===== src/rtl/pulse_gen.sv =====
module pulse_gen #(
  parameter int CLK_HZ  = 50_000_000,
  parameter int DEB_US  = 5_000,
  parameter int HOLD_US = 1_000_000,
  parameter int REP_US  = 100_000
) (
  input  logic       clk_i,
  input  logic       rst_i,
  input  logic       btn_up_i,
  input  logic       btn_dn_i,
  output logic [7:0] led_o,
  output logic       wave_o
);

  localparam longint DEB_C  = longint'(CLK_HZ) * DEB_US / 1_000_000;
  localparam longint HOLD_C = longint'(CLK_HZ) * HOLD_US / 1_000_000;
  localparam longint REP_C  = longint'(CLK_HZ) * REP_US / 1_000_000;
  localparam longint TMAX   = (HOLD_C > REP_C) ? HOLD_C : REP_C;
  localparam int     DW     = $clog2(DEB_C + 1);
  localparam int     TW     = $clog2(TMAX + 1);
  localparam int     FB     = 16;
  localparam longint KSTEP  = (longint'(1000) << (32 + FB)) / CLK_HZ;

  logic [1:0] raw;
  logic [1:0] lvl;
  assign raw = {btn_dn_i, btn_up_i};

  for (genvar i = 0; i < 2; i++) begin : g_deb
    logic [1:0]    sync;
    logic [DW-1:0] cnt;
    logic          q;
    always_ff @(posedge clk_i) begin
      if (rst_i) begin
        sync <= '0;
        cnt  <= '0;
        q    <= 1'b0;
      end else begin
        sync <= {sync[0], raw[i]};
        if (sync[1] == q) begin
          cnt <= '0;
        end else if (cnt == DW'(DEB_C - 1)) begin
          cnt <= '0;
          q   <= sync[1];
        end else begin
          cnt <= cnt + 1'b1;
        end
      end
    end
    assign lvl[i] = q;
  end

  logic [1:0]    dir, dir_q;
  logic          held, fresh, tick, rep;
  logic [TW-1:0] tmr;
  logic [7:0]    setting;

  assign dir   = {lvl[1] & ~lvl[0], lvl[0] & ~lvl[1]};
  assign held  = |dir;
  assign fresh = |(dir & ~dir_q);

  always_comb begin
    tick = 1'b0;
    if (held && !fresh) begin
      if (!rep && tmr == TW'(HOLD_C - 1)) tick = 1'b1;
      if (rep && tmr == TW'(REP_C - 1))   tick = 1'b1;
    end
  end

  always_ff @(posedge clk_i) begin
    if (rst_i) begin
      dir_q   <= '0;
      tmr     <= '0;
      rep     <= 1'b0;
      setting <= '0;
    end else begin
      dir_q <= dir;
      if (!held || fresh) begin
        tmr <= '0;
        rep <= 1'b0;
      end else if (tick) begin
        tmr <= '0;
        rep <= 1'b1;
      end else begin
        tmr <= tmr + 1'b1;
      end
      if ((fresh || tick) && dir[0] && setting != 8'hFF) setting <= setting + 8'd1;
      if ((fresh || tick) && dir[1] && setting != 8'h00) setting <= setting - 8'd1;
    end
  end

  logic [63:0] prod;
  logic [31:0] acc;
  assign prod = 64'(setting) * 64'(KSTEP);

  always_ff @(posedge clk_i) begin
    if (rst_i || setting == 8'd0) acc <= '0;
    else                          acc <= acc + prod[FB+31:FB];
  end

  assign led_o  = setting;
  assign wave_o = acc[31];

endmodule


===== config.mk =====
export PLATFORM = sky130hd
export DESIGN_NAME = pulse_gen
export DESIGN_NICKNAME = d
export VERILOG_FILES = /design/src/rtl/pulse_gen.sv
export SDC_FILE = /design/constraint.sdc
export NUM_CORES = 1
export LEC_CHECK = 0
export BUFFER_PORTS_ARGS = -buffer_cell sky130_fd_sc_hd__clkbuf_2
export CAP_MARGIN = 40
export CORE_ASPECT_RATIO = 0.5
export CORE_MARGIN = 2
export CORE_UTILIZATION = 43
export DETAILED_ROUTE_END_ITERATION = 8
export PLACE_DENSITY_LB_ADDON = 0.2
export SLEW_MARGIN = 20
export SYNTH_ARGS = -nofsm -noshare
export SYNTH_HDL_FRONTEND = slang
export SYNTH_SLANG_ARGS = --single-unit

===== constraint.sdc =====
create_clock -name clk_i -period 12.7 [get_ports clk_i]
set_input_delay 2.54 -clock clk_i [delete_from_list [all_inputs] [get_ports clk_i]]
set_output_delay 2.54 -clock clk_i [all_outputs]
set_load 0.02 [all_outputs]

Yosys cells after proc, flatten, opt, wreduce, memory -nomap -nowiden
Index checks and enable logic that the tools add are counted.
{ "totals": {"register_bits": 111, "inputBits": 4, "output_inout_bits": 9, "wordCells": 62} }
{ "op_classes": {"n_addsub": 6, "mul": 1, "eq_ne": 7, "muxes": 5, "bitwise_logic": 8, "n_reduce_logical": 24} }
{ "ops": {"columns": ["op", "count"], "rows": [
  ["multiplier 8 x 32 -> 40 bit (second input constant)", 1],
  ["adder 18 x 1 -> 18 bit (second input constant)", 2],
  ["== test 18 bit (second input constant)", 2],
  ["adder 32 x 25 -> 32 bit", 1],
  ["adder 26 x 1 -> 26 bit (second input constant)", 1],
  ["== test 26 x 23 -> 1 bit (second input constant)", 1],
  ["== test 26 bit (second input constant)", 1],
  ["2-to-1 mux 8 bit", 2],
  ["OR reduction 3 bit", 3],
  ["adder 8 x 1 -> 8 bit (second input constant)", 1],
  ["logical NOT 8 bit", 1],
  ["inequality test 8 bit (second input constant)", 1],
  ["nonzero test 8 bit", 1],
  ["subtractor 8 x 1 -> 8 bit (second input constant)", 1],
  ["logical AND 1 bit", 7],
  ["OR reduction 2 bit", 3],
  ["NOT 1 bit", 4],
  ["AND reduction 2 bit", 2],
  ["logical NOT 1 bit", 3],
  ["logical OR 1 bit", 3],
  ["2-to-1 mux 1 bit", 3],
  ["bitwise AND 1 bit", 2],
  ["bitwise AND 2 bit", 1],
  ["== test 1 bit", 2],
  ["other kinds (2)", 2]
]} }

Longest topological paths before layout
{ "depth": {"word_depth": 12, "depth_mapped": 26, "depth_no_buf": 26} }

Least setup slack after synthesis
Ideal clock, no wire load.
{ "synth_path": {"path_kind": "register to register", "from": "register setting[6] (netlist: led_o[6])", "to": "register acc[31]", "setup_ps": 128, "arrival_ps": 6639, "required_ps": 12572, "setup_slack_ps": 5933, "path_stages_with_launch": 27, "path_buffers": 0, "synth_period_minus_slack_ps": 6767, "path_cell_list": "dfxtp_1 inv_1 ha_1 xor2_1 ha_1 fa_1 inv_1 fa_1 inv_1 ha_1 nand2_1 a21oi_1 a221oi_1 a31oi_2 a31o_2 a31oi_2 mux2_1 a211oi_1 ha_1 o21ai_0 a21oi_1 a2111oi_0 o311ai_1 a41oi_1 nor3b_1 xnor2_1 nor2_1"} }
{ "synth_between": {"elab_chain_cells": 2, "word_cells_on_any_way": 4, "cone_classes": "add/sub: 1; mul: 1; reduce/logical: 2"} }
{ "synth_rtl": {"columns": ["element", "line_no", "source"], "rows": [
  ["start, declared", "55", "logic [7:0] setting;"],
  ["start signal, assigned", "86", "if ((fresh || tick) && dir[0] && setting != 8'hFF) setting <= setting + 8'd1;"],
  ["start signal, assigned", "87", "if ((fresh || tick) && dir[1] && setting != 8'h00) setting <= setting - 8'd1;"],
  ["multiplier 8 x 32 -> 40 bit or logical NOT 8 bit (tied branches)", "93, 96", null],
  ["adder 32 x 25 -> 32 bit or logical OR 1 bit (tied branches)", "97, 96", null],
  ["end signal, assigned", "97", "else acc <= acc + prod[FB+31:FB];"],
  ["end, declared", "92", "logic [31:0] acc;"]
]} }
Parallel ways exist; a longest one is shown, timed or not.
A chain may end at the register's enable or synchronous reset.

Final worst setup path
Same ends and word-level chain as after synthesis.

==> results.md <==
- Input/output buffers: 12
- Gr usage total: 0.1841
- Core area: 21540 um^2
- Drt drc: 0
- Die area: 23040 um^2
- First-pass GRT wire length: ~34000 um
- Routed WL: 19880 um
- Final setup viols: 0
- Pwr Density: 63.77 nW/um^2
- Max Freq: 0.1300 GHz
- Worst hold path depth: 1
- Max-cap violations: 0
- Synth Area in XOR/XNOR: 0.09727
- CTS root buffer: clkbuf_16
- Outcome: finished, final reports clean
- Final Skew: between 7 and 8 ps
- Final net count: 1280
- Total grt overflow: 0
- RR Startpoint: led_o[6]$_SDFFE_PP0P_
- Die height: 108.3 um
- RSZ-0062 raised after global routing: false
- CP Launch Type: register
- Vias: 7269
- H-tree level count: 3
- Crit share post-route: 0.6057
- Largest net degree at the start of global routing: 29
- Simple-gate portion of the synthesized area: 0.1764
- Peak VDD IR: 0.07279 mV
- Min cycle time layout: 7693 ps
- Ratio of cells with drive above 1 in the final layout: 0.04048
- Final Max Slew Viols: 0
- Warnings, synthesis: 0
- Clk slew on worst S/H paths: 80 ps
- Post-Syn Area: 9364 um^2
- Arrival time at the worst endpoint: about 7900 ps
- Mux contribution to synthesized area: 0.008685
- Area share of fa/ha/maj cells after synthesis: 0.3009
- Post-cts resize count: 0
- Main combinational cell family by area after synthesis: adder cells
- Launch point of the critical path: led_o[6]$_SDFFE_PP0P_
- Vias in the first global route: 6913
- Syn Area/Cell: 8.751 um^2
- Final Hold Fails: 0
- Hold Slack: 448.3 ps
- Cells after Synth: 1070
- Clk sinks: 111
- Slew @ Worst Pin: 754.6 ps
- Top FF cell, synth: dfxtp_1
- Register area share after synthesis: 0.2373
- Number of synthesized register bits: ~110
- Min-delay worst type: reg2reg
- Row cnt: 38
- Average routed wire per standard cell: around 14 um
- First-pass DRT Iterations: 5
- Initial antenna violation count: 0
- Reg-to-reg endpoint: acc[31]$_SDFF_PP0_
- Worst EP required: 12950 ps
- EDFF count, synth: 0
- Worst Path Class, Setup: reg2reg
- GP Congestion: 0.8971
- Die Wd: 212.7 um
- Drt via density: around 5.2
- Initial DRC Count: 365
- Worst-Skew Late Latency: between 300 and 400 ps
- Worst Hold End: g_deb[1].sync[1]$_SDFF_PP0_
- Critical path peak fanout: 13
- R2r setup slk: 5010 ps
- Clock buffer depth: 2
- Netlist cell types: 66
- IO Pins: 13
- R2R cell count: 26
- Starting Density: 0.4348
- Dpl hpwl: 15840 um
- LEAKAGE: 4.673 nW
- Worst setup EP type: register
- CTS tree: yes
- # diodes: 0
- Setup_tns: 0 ps
- Area Growth Syn to Fin: 7.336%
- Post-CTS Repair Setup Buffers: 0
- Worst slew margin: 0.4963
- Mapped Nets: 1268
- CTS buffer count: 9
- Asr flop ratio synth: 0
- ANT nets after route: 0
- Post-synthesis compound-gate area fraction: 0.1269
- CTS hold repair buffers: 0
- Beginning of the worst hold path: g_deb[1].sync[0]$_SDFF_PP0_
cell usage after synthesis (8+ instances only):
library cell | number | area [um^2]
a21oi_1 | 53 | 265.3
nor3_1 | 15 | 75.07
nand4_1 | 17 | 106.4
a211oi_1 | 8 | 60.06
clkbuf_1 | 10 | 37.54
fa_1 | 52 | 1041
nand2_1 | 56 | 210.2
o21bai_1 | 8 | 60.06
o21ai_0 | 32 | 160.2
dfxtp_1 | 111 | 2222
o21ai_1 | 12 | 60.06
nor2_1 | 135 | 506.7
nor2b_1 | 14 | 87.58
a21o_1 | 19 | 142.6
xnor2_1 | 53 | 464.2
or3_1 | 11 | 68.82
nand2b_1 | 8 | 50.05
and3_1 | 16 | 100.1
nand3_1 | 32 | 160.2
ha_1 | 142 | 1777
inv_1 | 117 | 439.2
xor2_1 | 51 | 446.7
critical path, stage by stage, from the launching register on:
cell and delay (ps):
dfxtp_1 690, inv_1 190, ha_1 450, xor2_1 230, ha_1 290, fa_1 510, inv_1 60, fa_1 530
inv_1 40, ha_1 340, nand2_1 80, a21oi_1 40, a221oi_1 440, a31oi_2 270, a31o_2 330, a31oi_2 340
mux2_1 370, a211oi_1 230, ha_1 330, o21ai_0 100, a21oi_1 90, a2111oi_0 480, o311ai_1 250, a41oi_1 520
nor3b_1 130, xnor2_1 160, nor2_1 50
kinds of logic after synthesis:
| group | Yosys count |
|---|---|
| flops | 111 |
| buf+inv | 129 |
| simple gates | 342 |
| xor+xnor | 104 |
| fa+ha+maj | 194 |
| mux | 8 |
| compound gates | 182 |
layout make-up:
type,count,area [um^2]
Clock buffer,10,239.0
Clock inverter,6,50.05
Fill cell,2121,11490
Inverter,117,439.2
Multi-Input combinational cell,830,6650
Sequential cell,111,2222
Tap cell,300,375.4
Timing Repair Buffer,13,75.07
where the power goes:
group          leakage [nW]  switching [mW]  internal [mW]
combinational          3.64         0.00219       0.000993
clock                 0.141           0.148          0.141
sequential            0.895        0.000368          0.348
placed cells by master, fill, tap and decap left out, types with 9 or more instances in the layout:
cell type / instances
ha_1: 142
nor2_1: 135
inv_1: 117
dfxtp_1: 111
nand2_1: 56
a21oi_1: 53
xnor2_1: 53
fa_1: 52
xor2_1: 51
o21ai_0: 32
nand3_1: 32
a21o_1: 19
nand4_1: 17
and3_1: 16
nor3_1: 15
nor2b_1: 14
o21ai_1: 12
clkbuf_2: 12
or3_1: 11
clkbuf_16: 9
sequential cells by signal, indices dropped and copies added (netlist names):
name / flops
g_deb.cnt: 36
acc: 32
tmr: 26
led_o: 8
g_deb.sync: 4
dir_q: 2
g_deb.q: 2
rep: 1
metrics by stage:
| stage | setup slack (ps) | utilization | instance area [um^2] | total power [mW] | cells |
|---|---|---|---|---|---|
| 4_1_cts | 4959 | 0.4660 | 10040 | 0.6550 | 1386 |
| 5_1_grt | 4256 | 0.4667 | 10050 | 0.6666 | 1387 |
| 2_1_floorplan | 5933 | - | 9364 | 0.3593 | 1070 |
| 6_report | 5007 | 0.4667 | 10050 | 0.6410 | 1387 |
| 3_3_place_gp | 5245 | 0.4525 | 9747 | 0.3603 | 1370 |
| 3_5_place_dp | 5011 | 0.4525 | 9747 | 0.3604 | 1370 |
how the worst max path moves through the flow:
| stage | to | slack [ps] | cells after the start |
|---|---|---|---|
| 6_report | acc[31]$_SDFF_PP0_ | 5010 | 26 |
| 2_1_floorplan | acc[31]$_SDFF_PP0_ | 5930 | 26 |
| 3_5_place_dp | acc[31]$_SDFF_PP0_ | 5010 | 26 |
| 5_1_grt | acc[31]$_SDFF_PP0_ | 4260 | 26 |
| 4_1_cts | acc[31]$_SDFF_PP0_ | 4960 | 26 |
| 3_3_place_gp | acc[31]$_SDFF_PP0_ | 5250 | 26 |
metal layers:
| layer | GRT usage | share of wire | vias to the layer above |
|---|---|---|---|
| met5 | 0 | 0 | - |
| met4 | 0.05744 | 0.018 | 0 |
| met3 | 0.03863 | 0.037 | 26 |
| met2 | 0.3056 | 0.47 | 113 |
| met1 | 0.2416 | 0.48 | 3447 |
| li1 | - | - | 3683 |
Power figures use the tool's default switching activity.
